**src/rtl/fsk_mod_pkg.sv**
```systemverilog
package fsk_mod_pkg;

    typedef enum logic {
        TONE_SPACE = 1'b0,
        TONE_MARK  = 1'b1
    } tone_e;

endpackage

```
**src/rtl/fsk_reload_sel.sv**
```systemverilog
module fsk_reload_sel
    import fsk_mod_pkg::*;
#(
    parameter int W = 4
) (
    input  logic         data_i,
    input  logic [W-1:0] space_word_i,
    input  logic [W-1:0] mark_word_i,
    output logic [W-1:0] word_o
);

    tone_e tone;

    always_comb begin
        tone   = data_i ? TONE_MARK : TONE_SPACE;
        word_o = (tone == TONE_MARK) ? mark_word_i : space_word_i;
    end

endmodule

```
**src/rtl/fsk_cycle_counter.sv**
```systemverilog
module fsk_cycle_counter #(
    parameter int W = 4
) (
    input  logic         clk,
    input  logic         rst,
    input  logic [W-1:0] reload_word_i,
    input  logic [W-1:0] space_word_i,
    output logic [W-1:0] cnt_o,
    output logic         tc_o,
    output logic         start_o
);

    localparam logic [W-1:0] CNT_ONE = W'(1);

    typedef struct packed {
        logic [W-1:0] cnt;
        logic         start;
    } cnt_state_t;

    cnt_state_t st_d, st_q;
    logic       tc;

    assign tc = &st_q.cnt;

    always_comb begin
        st_d       = st_q;
        st_d.start = 1'b0;
        if (rst) begin
            st_d.cnt   = space_word_i;
            st_d.start = 1'b1;
        end else if (tc) begin
            st_d.cnt   = reload_word_i;
            st_d.start = 1'b1;
        end else begin
            st_d.cnt   = st_q.cnt + CNT_ONE;
        end
    end

    always_ff @(posedge clk) begin
        st_q <= st_d;
    end

    assign cnt_o   = st_q.cnt;
    assign tc_o    = tc;
    assign start_o = st_q.start;

    AST_RST_LOAD: assert property (@(posedge clk)
        rst |=> (st_q.cnt == $past(space_word_i)) && st_q.start);

    AST_COUNT_UP: assert property (@(posedge clk) disable iff (rst)
        !tc |=> st_q.cnt == W'($past(st_q.cnt) + CNT_ONE));

    AST_RELOAD_WORD: assert property (@(posedge clk) disable iff (rst)
        tc |=> st_q.cnt == $past(reload_word_i));

    AST_START_AFTER_WRAP: assert property (@(posedge clk) disable iff (rst)
        tc |=> st_q.start);

    AST_NO_MID_START: assert property (@(posedge clk) disable iff (rst)
        !tc |=> !st_q.start);

    AST_ODD_LOAD: assert property (@(posedge clk) disable iff (rst)
        tc |-> reload_word_i[0]);

endmodule

```
**src/rtl/fsk_modulus_ctrl.sv**
```systemverilog
module fsk_modulus_ctrl #(
    parameter int W = 4
) (
    input  logic         clk,
    input  logic         rst,
    input  logic         data_i,
    input  logic [W-1:0] space_word_i,
    input  logic [W-1:0] mark_word_i,
    output logic         mod_ctl_o,
    output logic         tc_o,
    output logic         cyc_start_o
);

    logic [W-1:0] reload_word;
    logic [W-1:0] cnt;

    fsk_reload_sel #(.W(W)) u_sel (
        .data_i       (data_i),
        .space_word_i (space_word_i),
        .mark_word_i  (mark_word_i),
        .word_o       (reload_word)
    );

    fsk_cycle_counter #(.W(W)) u_cnt (
        .clk           (clk),
        .rst           (rst),
        .reload_word_i (reload_word),
        .space_word_i  (space_word_i),
        .cnt_o         (cnt),
        .tc_o          (tc_o),
        .start_o       (cyc_start_o)
    );

    assign mod_ctl_o = cnt[0];

    AST_TC_ONLY_HIGH: assert property (@(posedge clk) disable iff (rst)
        tc_o |-> mod_ctl_o);

endmodule

```
**config.mk**
```make
export PLATFORM = sky130hd
export DESIGN_NAME = fsk_modulus_ctrl
export DESIGN_NICKNAME = d
export VERILOG_FILES = /design/src/rtl/fsk_mod_pkg.sv /design/src/rtl/fsk_reload_sel.sv /design/src/rtl/fsk_cycle_counter.sv /design/src/rtl/fsk_modulus_ctrl.sv
export SDC_FILE = /design/constraint.sdc
export NUM_CORES = 1
export LEC_CHECK = 0
export ABC_AREA = 1
export BUFFER_PORTS_ARGS = -buffer_cell sky130_fd_sc_hd__buf_2
export CORE_AREA = 2 2 39 41
export CTS_CLUSTER_DIAMETER = 80
export DETAILED_ROUTE_END_ITERATION = 10
export DIE_AREA = 0 0 41 43
export GPL_ROUTABILITY_DRIVEN = 0
export PLACE_DENSITY = 0.53
export SYNTH_ARGS = -nofsm -noshare
export SYNTH_HDL_FRONTEND = slang
export SYNTH_HIERARCHICAL = 1
export SYNTH_SLANG_ARGS = --single-unit
```
**constraint.sdc**
```tcl
create_clock -name clk -period 1.5 [get_ports clk]
set_input_delay 0.15 -clock clk [delete_from_list [all_inputs] [get_ports clk]]
set_output_delay 0.15 -clock clk [all_outputs]
set_load 0.005 [all_outputs]
```
-- Word level (Yosys, flattened, before mapping)
Cells that the tools add are included.
- register bits after elaboration: 5
- input bits: 11
- logic and storage cells: 9
- add/subtract/negate cells: 1
- muxes and demuxes: 5
- reduce and logical (&&, ||, !) cells: 1
- operators by type and width (kind ; number):
    2-to-1 mux 4 bit ; 2
    2-to-1 mux 5 bit ; 1
    adder 4 x 1 -> 4 bit (second input constant) ; 1
    AND reduction 4 bit ; 1
    2-to-1 mux 1 bit ; 2

-- Logic depth before layout (Yosys ltp)
Gate-level depths: netlist of run 1.
- depth after elaboration: 4
- gate-level depth with buffers: 7
- mapped depth without buffers: 7

-- Modules after synthesis
Netlist of run 1, hierarchy kept.
- by module, submodules not included (module ; times used ; cells an instance ; area each (um^2) ; sequential area each (um^2)):
    fsk_cycle_counter ; 1 ; 38 ; 256.5 ; 100.1
    fsk_reload_sel ; 1 ; 13 ; 48.8 ; 0.0

-- Least setup slack after synthesis of run 1
OpenSTA, ideal clock, no wires.
- path kind: reg-to-reg
- start point: register u_cnt.st_q, in the netlist u_cnt/cnt_o[0]
- end point: register u_cnt.st_q, in the netlist u_cnt/cnt_o[1]
- arrival: 0.997 ns
- data required time: 1.387 ns
- path slack: 0.390 ns
- stages on the path, launching flop included: 7
- clock period less this slack: 1.110 ns
- path through: dfxtp_1 > ha_1 > nand2_2 > nor2_4 > or2_1 > nand3_1 > nand2_1
- RTL lines (element ; RTL line ; source):
    start, declared ; fsk_cycle_counter.sv:20 ; cnt_state_t st_d, st_q;
    start signal, assigned ; fsk_cycle_counter.sv:40 ; st_q <= st_d;

-- Worst setup path in the final report of run 1
- start point: register u_cnt.st_q, in the netlist u_cnt/cnt_o[0]
- end point: output port tc_o
- longest elaborated chain between the ends: 1
- RTL lines (element ; RTL line ; source):
    AND reduction 4 bit ; fsk_cycle_counter.sv:23 ; assign tc = &st_q.cnt;
    end, declared ; fsk_modulus_ctrl.sv:10 ; output logic tc_o,
No other way between the ends.

==> results of run 1 <==
[critical path, delay by kind of cell (launching register included)]
kind | cells | cell delay (ps)
and+or+nand+nor | 2 | 210
buffers and inverters | 1 | 130
DFF | 1 | 380
adders and majority gates | 1 | 220
[final cells by class]
cell class                 count  area [µm²]
clock buffer                   4       26.28
multi-input combinational     39       178.9
timing repair buffer          13       65.06
sequential                     5       100.1
inverter                       7       26.28
fill                         167       967.2
tap                           16       20.02
[layer usage]
metal | share of wire (%) | vias up | global-route usage, %
met5 | 0 | - | 0
met4 | 0 | 0 | 2.000
met3 | 5.0 | 0 | 4.712
met2 | 48 | 7 | 14.69
met1 | 47 | 149 | 10.26
li1 | - | 194 | -
[metrics by stage]
step | power (mW) | utilization [%] | setup WS [ps] | instances
after detailed placement | 0.2630 | 28.21 | 361.0 | 80
after floorplan | 0.2262 | - | 389.9 | 51
after CTS | 0.4237 | 30.11 | 143.1 | 84
final | 0.4124 | 30.11 | 167.8 | 84
after global routing | 0.4458 | 30.11 | 91.90 | 84
after global placement | 0.2636 | 28.21 | 382.4 | 80
[flip-flops by register name, summed over array words and instances (netlist names)]
register and cells:
u_cnt/cnt_o 4, u_cnt/start_o 1
[placed cells by master, fill, tap and decap left out]
| cell | n |
|---|---|
| clkbuf_1 | 1 |
| nand4_1 | 1 |
| a21oi_1 | 2 |
| nand2_1 | 22 |
| clkbuf_4 | 3 |
| nand2_2 | 1 |
| inv_2 | 1 |
| or2_1 | 1 |
| inv_1 | 6 |
| dfxtp_1 | 5 |
| nor2_1 | 5 |
| o21ai_0 | 2 |
| nand3_1 | 3 |
| ha_1 | 1 |
| nor2_4 | 1 |
| buf_2 | 13 |
[worst max path at each step]
stage                                  end  slack (ps)  cells past startpoint
floorplan           u_cnt/cnt_o[1]$_DFF_P_         390                      6
global placement    u_cnt/cnt_o[1]$_DFF_P_         380                      6
detailed placement  u_cnt/cnt_o[1]$_DFF_P_         360                      6
CTS                                   tc_o         140                      4
global route                          tc_o          90                      4
finish                                tc_o         170                      4
[power by group through the flow]
stage / clock [mW] / sequential, mW / combinational [mW]
6_report: 0.153 / 0.167 / 0.0926
5_1_grt: 0.168 / 0.170 / 0.109
4_1_cts: 0.163 / 0.167 / 0.0939
3_5_place_dp: 0 / 0.169 / 0.0936
3_3_place_gp: 0 / 0.169 / 0.0950
2_1_floorplan: 0 / 0.167 / 0.0593
[Yosys cell counts]
cell type,n,area share (%)
nor2_1,5,6.1
inv_1,6,7.4
dfxtp_1,5,33
inv_2,1,1.2
nand2_1,22,27
nand3_1,3,4.9
a21oi_1,2,3.3
nor2_4,1,3.7
nand2_2,1,2.1
or2_1,1,2.1
ha_1,1,4.1
o21ai_0,2,3.3
nand4_1,1,2.1
[cell families after synthesis]
family,share of synthesized area [%]
compound gates,6.558
fa+ha+maj,4.098
buf+inv,8.605
flops,32.79
simple gates,47.95
==> impl_metrics.xml, run 1 <==
<?xml version="1.0" encoding="UTF-8"?>
<metrics>
  <group name="timing">
    <metric name="timing.final.setup_violations" unit="">0</metric>
    <metric name="final.hold.worst_slack" unit="ps">125.3</metric>
    <metric name="finalCriticalPeriod" unit="ps">1332</metric>
    <metric name="finalHoldViolations" unit="">0</metric>
    <metric name="finalClockSkew" unit="ps">0.5794</metric>
    <metric name="slew_viol_final" unit="">0</metric>
    <metric name="grt_setup_unrepaired" unit="">false</metric>
    <metric name="slew_headroom" unit="%">87.51</metric>
    <metric name="max_freq" unit="GHz">0.7506</metric>
    <metric name="final_layout_setup_total_negative_slack" unit="ps">0</metric>
    <metric name="fin_crit_sh" unit="%">88.81</metric>
    <metric name="worst_slew_pin_slew" unit="ps">185.4</metric>
  </group>
  <group name="finish">
    <metric name="num_antenna_cells" unit="">0</metric>
    <metric name="num-nets-final" unit="">81</metric>
    <metric name="layout.cell_area.non_filler" unit="µm²">416.7</metric>
    <metric name="proportion_of_layout_cells_with_a_drive_suffix_above_1" unit="%">27.94</metric>
    <metric name="area.growth.synth_to_final" unit="%">36.48</metric>
  </group>
  <group name="floorplanning">
    <metric name="die_area" unit="mm²">0.001763</metric>
    <metric name="floorplan.initialDensity" unit="%">22.06</metric>
    <metric name="dieHeight" unit="µm">43</metric>
    <metric name="std_cell_rows" unit="">14</metric>
    <metric name="placeable_core_area" unit="mm²">0.001384</metric>
    <metric name="die_w" unit="µm">41</metric>
    <metric name="pin_count" unit="">14</metric>
  </group>
  <group name="worst_setup_path">
    <metric name="timing.critical_path.cells" unit="">ha_1, nand2_2, nor2_4, buf_2</metric>
    <metric name="crit_path_max_incr_delay" unit="ps">380</metric>
    <metric name="cp_slowest_cell" unit="">dfxtp_1</metric>
    <metric name="critical_path_class" unit="">flop to primary output</metric>
    <metric name="internal_reg_to_reg_setup_slack" unit="ps">350</metric>
    <metric name="setup.worst_path.start_class" unit="">flop</metric>
    <metric name="crit_start" unit="">u_cnt/cnt_o[0]$_DFF_P_</metric>
    <metric name="critical_path.reg2reg.startpoint" unit="">u_cnt/cnt_o[0]$_DFF_P_</metric>
    <metric name="critical_path_arrival" unit="ps">1180</metric>
    <metric name="path_max_fanout" unit="">5</metric>
    <metric name="timing.critical_path.required" unit="ps">1350</metric>
    <metric name="crit_path_end_kind" unit="">primary output</metric>
    <metric name="worstRegToRegCells" unit="">6</metric>
    <metric name="r2r-end" unit="">u_cnt/cnt_o[1]$_DFF_P_</metric>
  </group>
  <group name="cts">
    <metric name="numClockSinks" unit="">5</metric>
    <metric name="cts_hold_buffers" unit="">0</metric>
    <metric name="cts-buffers-inserted" unit="">3</metric>
    <metric name="clk_pin_slew_worst_paths" unit="ps">40</metric>
    <metric name="cts_post_setup_buffers_inserted" unit="">0</metric>
    <metric name="clock_insertion_delay_worst_skew" unit="ps">240</metric>
    <metric name="cts_tree" unit="">yes</metric>
    <metric name="htree_num_levels" unit="">1</metric>
    <metric name="ctsResizeCount" unit="">0</metric>
    <metric name="clock_path_buffers" unit="">2</metric>
    <metric name="cts_root_buf" unit="">clkbuf_4</metric>
  </group>
  <group name="synthesis">
    <metric name="synthDistinctLibCells" unit="">13</metric>
    <metric name="postSynthRegisterBits" unit="">5</metric>
    <metric name="syn_nets" unit="">63</metric>
    <metric name="yosysWarnings" unit="">6</metric>
    <metric name="postSynthCellCount" unit="">51</metric>
    <metric name="fraction_of_the_yosys_area_taken_by_sequential_cells" unit="%">32.79</metric>
    <metric name="avgSynthCellArea" unit="µm²">5.986</metric>
    <metric name="combined_area_of_all_synthesized_cells" unit="µm²">305.3</metric>
  </group>
  <group name="detailed_routing">
    <metric name="drt_total_wl" unit="µm">685</metric>
    <metric name="antenna_left" unit="">0</metric>
    <metric name="post-route-drc-count" unit="">0</metric>
    <metric name="drt-wirelength-per-cell" unit="µm">8.155</metric>
    <metric name="first_pass_detailed_route_iteration_total" unit="">2</metric>
    <metric name="detail_route.vias_per_cell" unit="">4.167</metric>
    <metric name="first_iter_violations" unit="">5</metric>
    <metric name="detailroute.via_count" unit="">350</metric>
  </group>
  <group name="pwr">
    <metric name="sw_frac_of_total" unit="%">28.55</metric>
    <metric name="vdd_drop_max" unit="V">0.0006376</metric>
    <metric name="intPower" unit="mW">0.2946</metric>
    <metric name="static-leakage-power" unit="nW">0.2367</metric>
    <metric name="share_of_total_power_in_the_clock_network" unit="%">37.0</metric>
    <metric name="power.share.sequential" unit="%">40.5</metric>
    <metric name="power_frac_comb" unit="%">22.5</metric>
    <metric name="switchingPower" unit="mW">0.1177</metric>
    <metric name="power_per_cell_area" unit="mW/mm²">989.8</metric>
  </group>
  <group name="grt">
    <metric name="number_of_antenna_violations_at_the_first_check_in_global_routing" unit="">0</metric>
    <metric name="number_of_global_route_vias_before_repair" unit="">312</metric>
    <metric name="grt_start_max_net_pins" unit="">6</metric>
    <metric name="global_route_wire_length_before_repair" unit="µm">1097</metric>
    <metric name="global_route.overflow_total" unit="">0</metric>
    <metric name="grt_use_total" unit="%">9.127</metric>
  </group>
  <group name="worst_hold_path">
    <metric name="worstHoldPathCells" unit="">3</metric>
    <metric name="worst_hold_path.endpoint" unit="">u_cnt/cnt_o[1]$_DFF_P_</metric>
    <metric name="worstHoldPathType" unit="">primary input to flop</metric>
    <metric name="hold_path_startpoint" unit="">space_word_i[1]</metric>
  </group>
  <group name="outcome">
    <metric name="run_status" unit="">finished clean</metric>
  </group>
  <group name="place">
    <metric name="dp_hpwl" unit="µm">579.1</metric>
    <metric name="port-buffer-count" unit="">13</metric>
    <metric name="placedInstanceArea" unit="µm²">390.4</metric>
  </group>
  <group name="flow_run">
    <metric name="cap_violations" unit="">0</metric>
  </group>
</metrics>
Note: power is estimated with default switching activity, not from simulation.
==> run 2, diff against run 1 <==
--- a/config.mk
+++ b/config.mk
@@ -13,6 +13,7 @@
 export DIE_AREA = 0 0 41 43
 export GPL_ROUTABILITY_DRIVEN = 0
 export PLACE_DENSITY = 0.53
+export RECOVER_POWER = 100
 export SYNTH_ARGS = -nofsm -noshare
 export SYNTH_HDL_FRONTEND = slang
 export SYNTH_HIERARCHICAL = 1
==> impl_metrics.xml, run 2 (synthesized netlist as in run 1, its figures left out) <==
<?xml version="1.0" encoding="UTF-8"?>
<metrics>
  <group name="finish">
    <metric name="largest_reg_flops" unit="">4</metric>
    <metric name="most_used_cells_in_the_layout_excluding_fill_and_tap_cells" unit="">23 x nand2_1, 12 x buf_2, 6 x inv_1</metric>
    <metric name="area.growth.synth_to_final" unit="%">35.25</metric>
    <metric name="proportion_of_layout_cells_with_a_drive_suffix_above_1" unit="%">25.00</metric>
    <metric name="stdcell_count" unit="">84</metric>
    <metric name="num-nets-final" unit="">81</metric>
    <metric name="layout.core_utilization" unit="%">29.84</metric>
    <metric name="num_antenna_cells" unit="">0</metric>
    <metric name="layout.cells.most_common" unit="">nand2_1</metric>
    <metric name="layout.cell_area.non_filler" unit="µm²">412.9</metric>
  </group>
  <group name="floorplanning">
    <metric name="die_w" unit="µm">41</metric>
    <metric name="floorplan.initialDensity" unit="%">22.06</metric>
    <metric name="pin_count" unit="">14</metric>
    <metric name="std_cell_rows" unit="">14</metric>
    <metric name="placeable_core_area" unit="mm²">0.001384</metric>
    <metric name="die_area" unit="mm²">0.001763</metric>
    <metric name="dieHeight" unit="µm">43</metric>
  </group>
  <group name="timing">
    <metric name="slew_viol_final" unit="">0</metric>
    <metric name="finalClockSkew" unit="ps">0.5794</metric>
    <metric name="max_freq" unit="GHz">0.7366</metric>
    <metric name="final_layout_setup_total_negative_slack" unit="ps">0</metric>
    <metric name="grt_setup_unrepaired" unit="">false</metric>
    <metric name="finalHoldViolations" unit="">0</metric>
    <metric name="slew_headroom" unit="%">87.51</metric>
    <metric name="final_critical_path_setup_slack" unit="ps">142.5</metric>
    <metric name="worst_slew_pin_slew" unit="ps">185.4</metric>
    <metric name="finalCriticalPeriod" unit="ps">1358</metric>
    <metric name="fin_crit_sh" unit="%">90.50</metric>
    <metric name="timing.final.setup_violations" unit="">0</metric>
  </group>
  <group name="cts">
    <metric name="clock_insertion_delay_worst_skew" unit="ps">240</metric>
    <metric name="htree_num_levels" unit="">1</metric>
    <metric name="cts-buffers-inserted" unit="">3</metric>
    <metric name="clock_path_buffers" unit="">2</metric>
    <metric name="cts_tree" unit="">yes</metric>
    <metric name="cts_hold_buffers" unit="">0</metric>
    <metric name="numClockSinks" unit="">5</metric>
    <metric name="cts_root_buf" unit="">clkbuf_4</metric>
    <metric name="ctsResizeCount" unit="">0</metric>
    <metric name="cts_post_setup_buffers_inserted" unit="">0</metric>
    <metric name="clk_pin_slew_worst_paths" unit="ps">40</metric>
  </group>
  <group name="grt">
    <metric name="number_of_antenna_violations_at_the_first_check_in_global_routing" unit="">0</metric>
    <metric name="number_of_global_route_vias_before_repair" unit="">312</metric>
    <metric name="grt_start_max_net_pins" unit="">6</metric>
    <metric name="global_route.overflow_total" unit="">0</metric>
    <metric name="grt_use_total" unit="%">9.127</metric>
    <metric name="global_route_wire_length_before_repair" unit="µm">1097</metric>
  </group>
  <group name="detailed_routing">
    <metric name="drt-wirelength-per-cell" unit="µm">8.179</metric>
    <metric name="drt_total_wl" unit="µm">687</metric>
    <metric name="detail_route.vias_per_cell" unit="">4.167</metric>
    <metric name="first_pass_detailed_route_iteration_total" unit="">2</metric>
    <metric name="post-route-drc-count" unit="">0</metric>
    <metric name="met3WireLength" unit="µm">35</metric>
    <metric name="antenna_left" unit="">0</metric>
    <metric name="detailroute.via_count" unit="">350</metric>
    <metric name="first_iter_violations" unit="">5</metric>
    <metric name="met2WireLength" unit="µm">326</metric>
    <metric name="drt-met1-wl" unit="µm">324</metric>
    <metric name="top_layer_used" unit="">met3</metric>
  </group>
  <group name="pwr">
    <metric name="vdd_drop_max" unit="V">0.0006366</metric>
    <metric name="power_per_cell_area" unit="mW/mm²">993.5</metric>
    <metric name="power_frac_comb" unit="%">22.2</metric>
    <metric name="share_of_total_power_in_the_clock_network" unit="%">37.2</metric>
    <metric name="static-leakage-power" unit="nW">0.2318</metric>
    <metric name="sw_frac_of_total" unit="%">28.42</metric>
    <metric name="switchingPower" unit="mW">0.1166</metric>
    <metric name="intPower" unit="mW">0.2936</metric>
    <metric name="power.share.sequential" unit="%">40.6</metric>
  </group>
  <group name="worst_setup_path">
    <metric name="setup.worst_path.start_class" unit="">flop</metric>
    <metric name="critical_path.reg2reg.startpoint" unit="">u_cnt/cnt_o[0]$_DFF_P_</metric>
    <metric name="critical_path_arrival" unit="ps">1210</metric>
    <metric name="crit_path_end_kind" unit="">primary output</metric>
    <metric name="internal_reg_to_reg_setup_slack" unit="ps">310</metric>
    <metric name="crit_start" unit="">u_cnt/cnt_o[0]$_DFF_P_</metric>
    <metric name="crit_end" unit="">tc_o</metric>
    <metric name="r2r-end" unit="">u_cnt/cnt_o[1]$_DFF_P_</metric>
    <metric name="path_max_fanout" unit="">5</metric>
    <metric name="critical_path_class" unit="">flop to primary output</metric>
    <metric name="worstRegToRegCells" unit="">6</metric>
    <metric name="timing.critical_path.required" unit="ps">1350</metric>
  </group>
  <group name="place">
    <metric name="dp_cells" unit="">80</metric>
    <metric name="placedInstanceArea" unit="µm²">390.4</metric>
    <metric name="dp_hpwl" unit="µm">579.1</metric>
    <metric name="port-buffer-count" unit="">13</metric>
    <metric name="pre_cts_ws" unit="ps">361.0</metric>
  </group>
  <group name="outcome">
    <metric name="run_status" unit="">finished clean</metric>
  </group>
  <group name="flow_run">
    <metric name="cap_violations" unit="">0</metric>
  </group>
  <group name="worst_hold_path">
    <metric name="worstHoldPathType" unit="">primary input to flop</metric>
  </group>
</metrics>
## run 2: area by class of cell
| type | count | area [µm²] |
|---|---|---|
| tap | 16 | 20.02 |
| sequential | 5 | 100.1 |
| multi-input combinational | 39 | 176.4 |
| inverter | 7 | 26.28 |
| timing repair buffer | 13 | 63.81 |
| clock buffer | 4 | 26.28 |
| fill | 167 | 970.9 |
## run 2: how the worst min path moves through the flow
stage	from	end	cells past startpoint
6_report	space_word_i[1]	u_cnt/cnt_o[1]$_DFF_P_	3
5_1_grt	space_word_i[0]	u_cnt/cnt_o[0]$_DFF_P_	3
4_1_cts	space_word_i[1]	u_cnt/cnt_o[1]$_DFF_P_	3
3_5_place_dp	space_word_i[1]	u_cnt/cnt_o[1]$_DFF_P_	3
3_3_place_gp	space_word_i[1]	u_cnt/cnt_o[1]$_DFF_P_	3
2_1_floorplan	space_word_i[0]	u_cnt/cnt_o[0]$_DFF_P_	2
## run 2: per-stage QoR
stage	total power, mW	hold slack [ps]
after floorplan	0.2262	256.3
after CTS	0.4237	116.1
after global placement	0.2636	374.4
after global routing	0.4436	141.0
final	0.4102	125.3
after detailed placement	0.2630	368.7
## run 2: worst max-delay path, cell delays in order, from the launching register on
cell and delay [ps]:
dfxtp_1 380, ha_1 210, nand2_1 120, nor2_4 140, clkbuf_1 130
## run 2: power groups by stage
stage	clock network (mW)	logic (mW)	registers, mW
3_5_place_dp	0	0.0936	0.169
6_report	0.153	0.0910	0.166
3_3_place_gp	0	0.0950	0.169
5_1_grt	0.168	0.107	0.169
2_1_floorplan	0	0.0593	0.167
4_1_cts	0.163	0.0939	0.167
## run 2: metal layers
layer	GRT usage, %	up-vias
met5	0	-
met4	2.000	0
met3	4.712	0
met2	14.69	7
met1	10.26	149
li1	-	194
==> run 3, diff against run 2 <==
--- a/config.mk
+++ b/config.mk
@@ -12,9 +12,8 @@
 export DETAILED_ROUTE_END_ITERATION = 10
 export DIE_AREA = 0 0 41 43
 export GPL_ROUTABILITY_DRIVEN = 0
-export PLACE_DENSITY = 0.53
+export PLACE_DENSITY = 0.51
 export RECOVER_POWER = 100
 export SYNTH_ARGS = -nofsm -noshare
 export SYNTH_HDL_FRONTEND = slang
-export SYNTH_HIERARCHICAL = 1
 export SYNTH_SLANG_ARGS = --single-unit
==> impl_metrics.xml, run 3 <==
<?xml version="1.0" encoding="UTF-8"?>
<metrics>
  <group name="timing">
    <metric name="finalCriticalPeriod" unit="ps">1387</metric>
    <metric name="slew_viol_final" unit="">0</metric>
    <metric name="finalClockSkew" unit="ps">4.107</metric>
    <metric name="slew_headroom" unit="%">73.51</metric>
    <metric name="worst_slew_pin_slew" unit="ps">393.2</metric>
    <metric name="final_layout_setup_total_negative_slack" unit="ps">0</metric>
    <metric name="finalHoldViolations" unit="">0</metric>
    <metric name="grt_setup_unrepaired" unit="">false</metric>
    <metric name="fin_crit_sh" unit="%">92.44</metric>
    <metric name="timing.final.setup_violations" unit="">0</metric>
    <metric name="max_freq" unit="GHz">0.7212</metric>
    <metric name="final_critical_path_setup_slack" unit="ps">113.4</metric>
  </group>
  <group name="floorplanning">
    <metric name="std_cell_rows" unit="">14</metric>
    <metric name="dieHeight" unit="µm">43</metric>
    <metric name="die_area" unit="mm²">0.001763</metric>
    <metric name="placeable_core_area" unit="mm²">0.001384</metric>
    <metric name="pin_count" unit="">14</metric>
    <metric name="die_w" unit="µm">41</metric>
    <metric name="floorplan.initialDensity" unit="%">20.07</metric>
  </group>
  <group name="cts">
    <metric name="cts_tree" unit="">yes</metric>
    <metric name="htree_num_levels" unit="">1</metric>
    <metric name="clk_pin_slew_worst_paths" unit="ps">50</metric>
    <metric name="ctsResizeCount" unit="">0</metric>
    <metric name="clock_path_buffers" unit="">2</metric>
    <metric name="clock_insertion_delay_worst_skew" unit="ps">250</metric>
    <metric name="cts_hold_buffers" unit="">0</metric>
    <metric name="cts-buffers-inserted" unit="">3</metric>
    <metric name="numClockSinks" unit="">5</metric>
    <metric name="cts_post_setup_buffers_inserted" unit="">0</metric>
    <metric name="cts_root_buf" unit="">clkbuf_4</metric>
  </group>
  <group name="detailed_routing">
    <metric name="drt-met1-wl" unit="µm">281</metric>
    <metric name="first_iter_violations" unit="">4</metric>
    <metric name="met2WireLength" unit="µm">294</metric>
    <metric name="first_pass_detailed_route_iteration_total" unit="">2</metric>
    <metric name="top_layer_used" unit="">met4</metric>
    <metric name="detailroute.via_count" unit="">326</metric>
    <metric name="drt_total_wl" unit="µm">648</metric>
    <metric name="antenna_left" unit="">0</metric>
    <metric name="drt-wirelength-per-cell" unit="µm">8.526</metric>
    <metric name="detail_route.vias_per_cell" unit="">4.289</metric>
    <metric name="post-route-drc-count" unit="">0</metric>
    <metric name="met3WireLength" unit="µm">47</metric>
  </group>
  <group name="worst_setup_path">
    <metric name="critical_path.reg2reg.startpoint" unit="">u_cnt.cnt_o[0]$_DFF_P_</metric>
    <metric name="crit_path_end_kind" unit="">primary output</metric>
    <metric name="critical_path_arrival" unit="ps">1240</metric>
    <metric name="timing.critical_path.required" unit="ps">1350</metric>
    <metric name="worstRegToRegCells" unit="">5</metric>
    <metric name="crit_start" unit="">u_cnt.cnt_o[0]$_DFF_P_</metric>
    <metric name="path_max_fanout" unit="">5</metric>
    <metric name="setup.worst_path.start_class" unit="">flop</metric>
    <metric name="critical_path_class" unit="">flop to primary output</metric>
  </group>
  <group name="outcome">
    <metric name="run_status" unit="">finished clean</metric>
  </group>
  <group name="finish">
    <metric name="num_antenna_cells" unit="">0</metric>
    <metric name="layout.cell_area.non_filler" unit="µm²">387.9</metric>
    <metric name="proportion_of_layout_cells_with_a_drive_suffix_above_1" unit="%">31.67</metric>
    <metric name="most_used_cells_in_the_layout_excluding_fill_and_tap_cells" unit="">19 x nand2_1, 13 x buf_2, 5 x dfxtp_1</metric>
    <metric name="layout.core_utilization" unit="%">28.03</metric>
    <metric name="num-nets-final" unit="">73</metric>
    <metric name="largest_reg_flops" unit="">4</metric>
    <metric name="layout.cells.most_common" unit="">nand2_1</metric>
    <metric name="area.growth.synth_to_final" unit="%">39.64</metric>
  </group>
  <group name="pwr">
    <metric name="share_of_total_power_in_the_clock_network" unit="%">37.0</metric>
    <metric name="vdd_drop_max" unit="V">0.0004575</metric>
    <metric name="power_per_cell_area" unit="mW/mm²">1121</metric>
    <metric name="power_frac_comb" unit="%">22.6</metric>
    <metric name="sw_frac_of_total" unit="%">30.17</metric>
    <metric name="report.power.total" unit="mW">0.4349</metric>
    <metric name="switchingPower" unit="mW">0.1312</metric>
    <metric name="intPower" unit="mW">0.3037</metric>
    <metric name="static-leakage-power" unit="nW">0.2216</metric>
    <metric name="power.share.sequential" unit="%">40.5</metric>
  </group>
  <group name="place">
    <metric name="placedInstanceArea" unit="µm²">362.8</metric>
    <metric name="port-buffer-count" unit="">13</metric>
    <metric name="dp_hpwl" unit="µm">499.9</metric>
    <metric name="pre_cts_ws" unit="ps">334.5</metric>
  </group>
  <group name="synthesis">
    <metric name="fraction_of_the_yosys_area_taken_by_sequential_cells" unit="%">36.04</metric>
    <metric name="synth_largest_area_cell" unit="">dfxtp_1</metric>
    <metric name="yosysMostFrequentCell" unit="">nand2_1</metric>
    <metric name="yosysWarnings" unit="">0</metric>
    <metric name="synth-edff-count" unit="">0</metric>
    <metric name="avgSynthCellArea" unit="µm²">6.460</metric>
    <metric name="synthTopCellsByCount" unit="">19 x nand2_1, 5 x dfxtp_1, 4 x inv_1, 4 x nand3_1, 3 x nor2_1</metric>
    <metric name="synthTopCellsByArea" unit="">dfxtp_1 36%, nand2_1 26%, nand3_1 7.2%, inv_1 5.4%, ha_1 4.5%</metric>
    <metric name="synth.top_cell.area_share" unit="%">36.04</metric>
    <metric name="syn_nets" unit="">55</metric>
    <metric name="postSynthCellCount" unit="">43</metric>
    <metric name="synthDistinctLibCells" unit="">13</metric>
    <metric name="synth-main-ff-cell" unit="">dfxtp_1</metric>
    <metric name="postSynthRegisterBits" unit="">5</metric>
    <metric name="combined_area_of_all_synthesized_cells" unit="µm²">277.8</metric>
    <metric name="postSynth.asyncResetShare" unit="%">0</metric>
  </group>
  <group name="worst_hold_path">
    <metric name="worstHoldPathCells" unit="">3</metric>
    <metric name="hold_path_startpoint" unit="">space_word_i[0]</metric>
    <metric name="worstHoldPathType" unit="">primary input to flop</metric>
  </group>
  <group name="grt">
    <metric name="grt_use_total" unit="%">9.950</metric>
    <metric name="grt_start_max_net_pins" unit="">7</metric>
    <metric name="number_of_global_route_vias_before_repair" unit="">284</metric>
    <metric name="global_route_wire_length_before_repair" unit="µm">1117</metric>
    <metric name="number_of_antenna_violations_at_the_first_check_in_global_routing" unit="">0</metric>
    <metric name="global_route.overflow_total" unit="">0</metric>
  </group>
  <group name="flow_run">
    <metric name="cap_violations" unit="">0</metric>
  </group>
</metrics>
-- run 3: critical path, stage by stage (launching register included) --
cell	delay [ps]
dfxtp_1	390
ha_2	230
nand3_2	130
inv_1	120
buf_2	120
-- run 3: path summary, 6_finish.rpt --
check / endpoint / slack, ps
worst min-delay path: u_cnt.cnt_o[0]$_DFF_P_ / 90
worst min register to register: u_cnt.cnt_o[0]$_DFF_P_ / 570
worst max register to register: u_cnt.cnt_o[2]$_DFF_P_ / 160
worst max-delay path: tc_o / 110
-- run 3: power groups by stage --
stage / Clock, mW / Combinational, mW / Sequential, mW
6_report: 0.161 / 0.0981 / 0.176
5_1_grt: 0.178 / 0.117 / 0.179
4_1_cts: 0.162 / 0.100 / 0.176
3_5_place_dp: 0 / 0.0988 / 0.178
3_3_place_gp: 0 / 0.100 / 0.177
2_1_floorplan: 0 / 0.0650 / 0.175
-- run 3: final cells by class --
class / instances / area [µm²]
clock buffer: 4 / 26.28
fill: 161 / 996.0
inverter: 4 / 15.01
multi-input combinational: 34 / 161.4
sequential: 5 / 100.1
tap: 16 / 20.02
timing repair buffer: 13 / 65.06
-- run 3: cell families after synthesis --
logic type,after synthesis,synth area share [%]
buffers and inverters,4,5.404
adder cells (fa/ha/maj),1,4.504
AND/OR/NAND/NOR,30,47.30
AO/OA/AOI/OAI,3,6.754
flip-flops,5,36.04
-- run 3: metrics by stage --
stage,hold WS (ps),std cells
CTS,88.42,76
global route,94.75,76
finish,87.11,76
detailed placement,342.4,72
floorplan,253.1,43
global placement,339.0,72
-- run 3: metal layers --
metal  vias to the layer above  track usage (%)
met4                         0            8.000
li1                        170                -
met1                       140            11.94
met5                         -                0
met2                        11            12.81
met3                         5            4.712
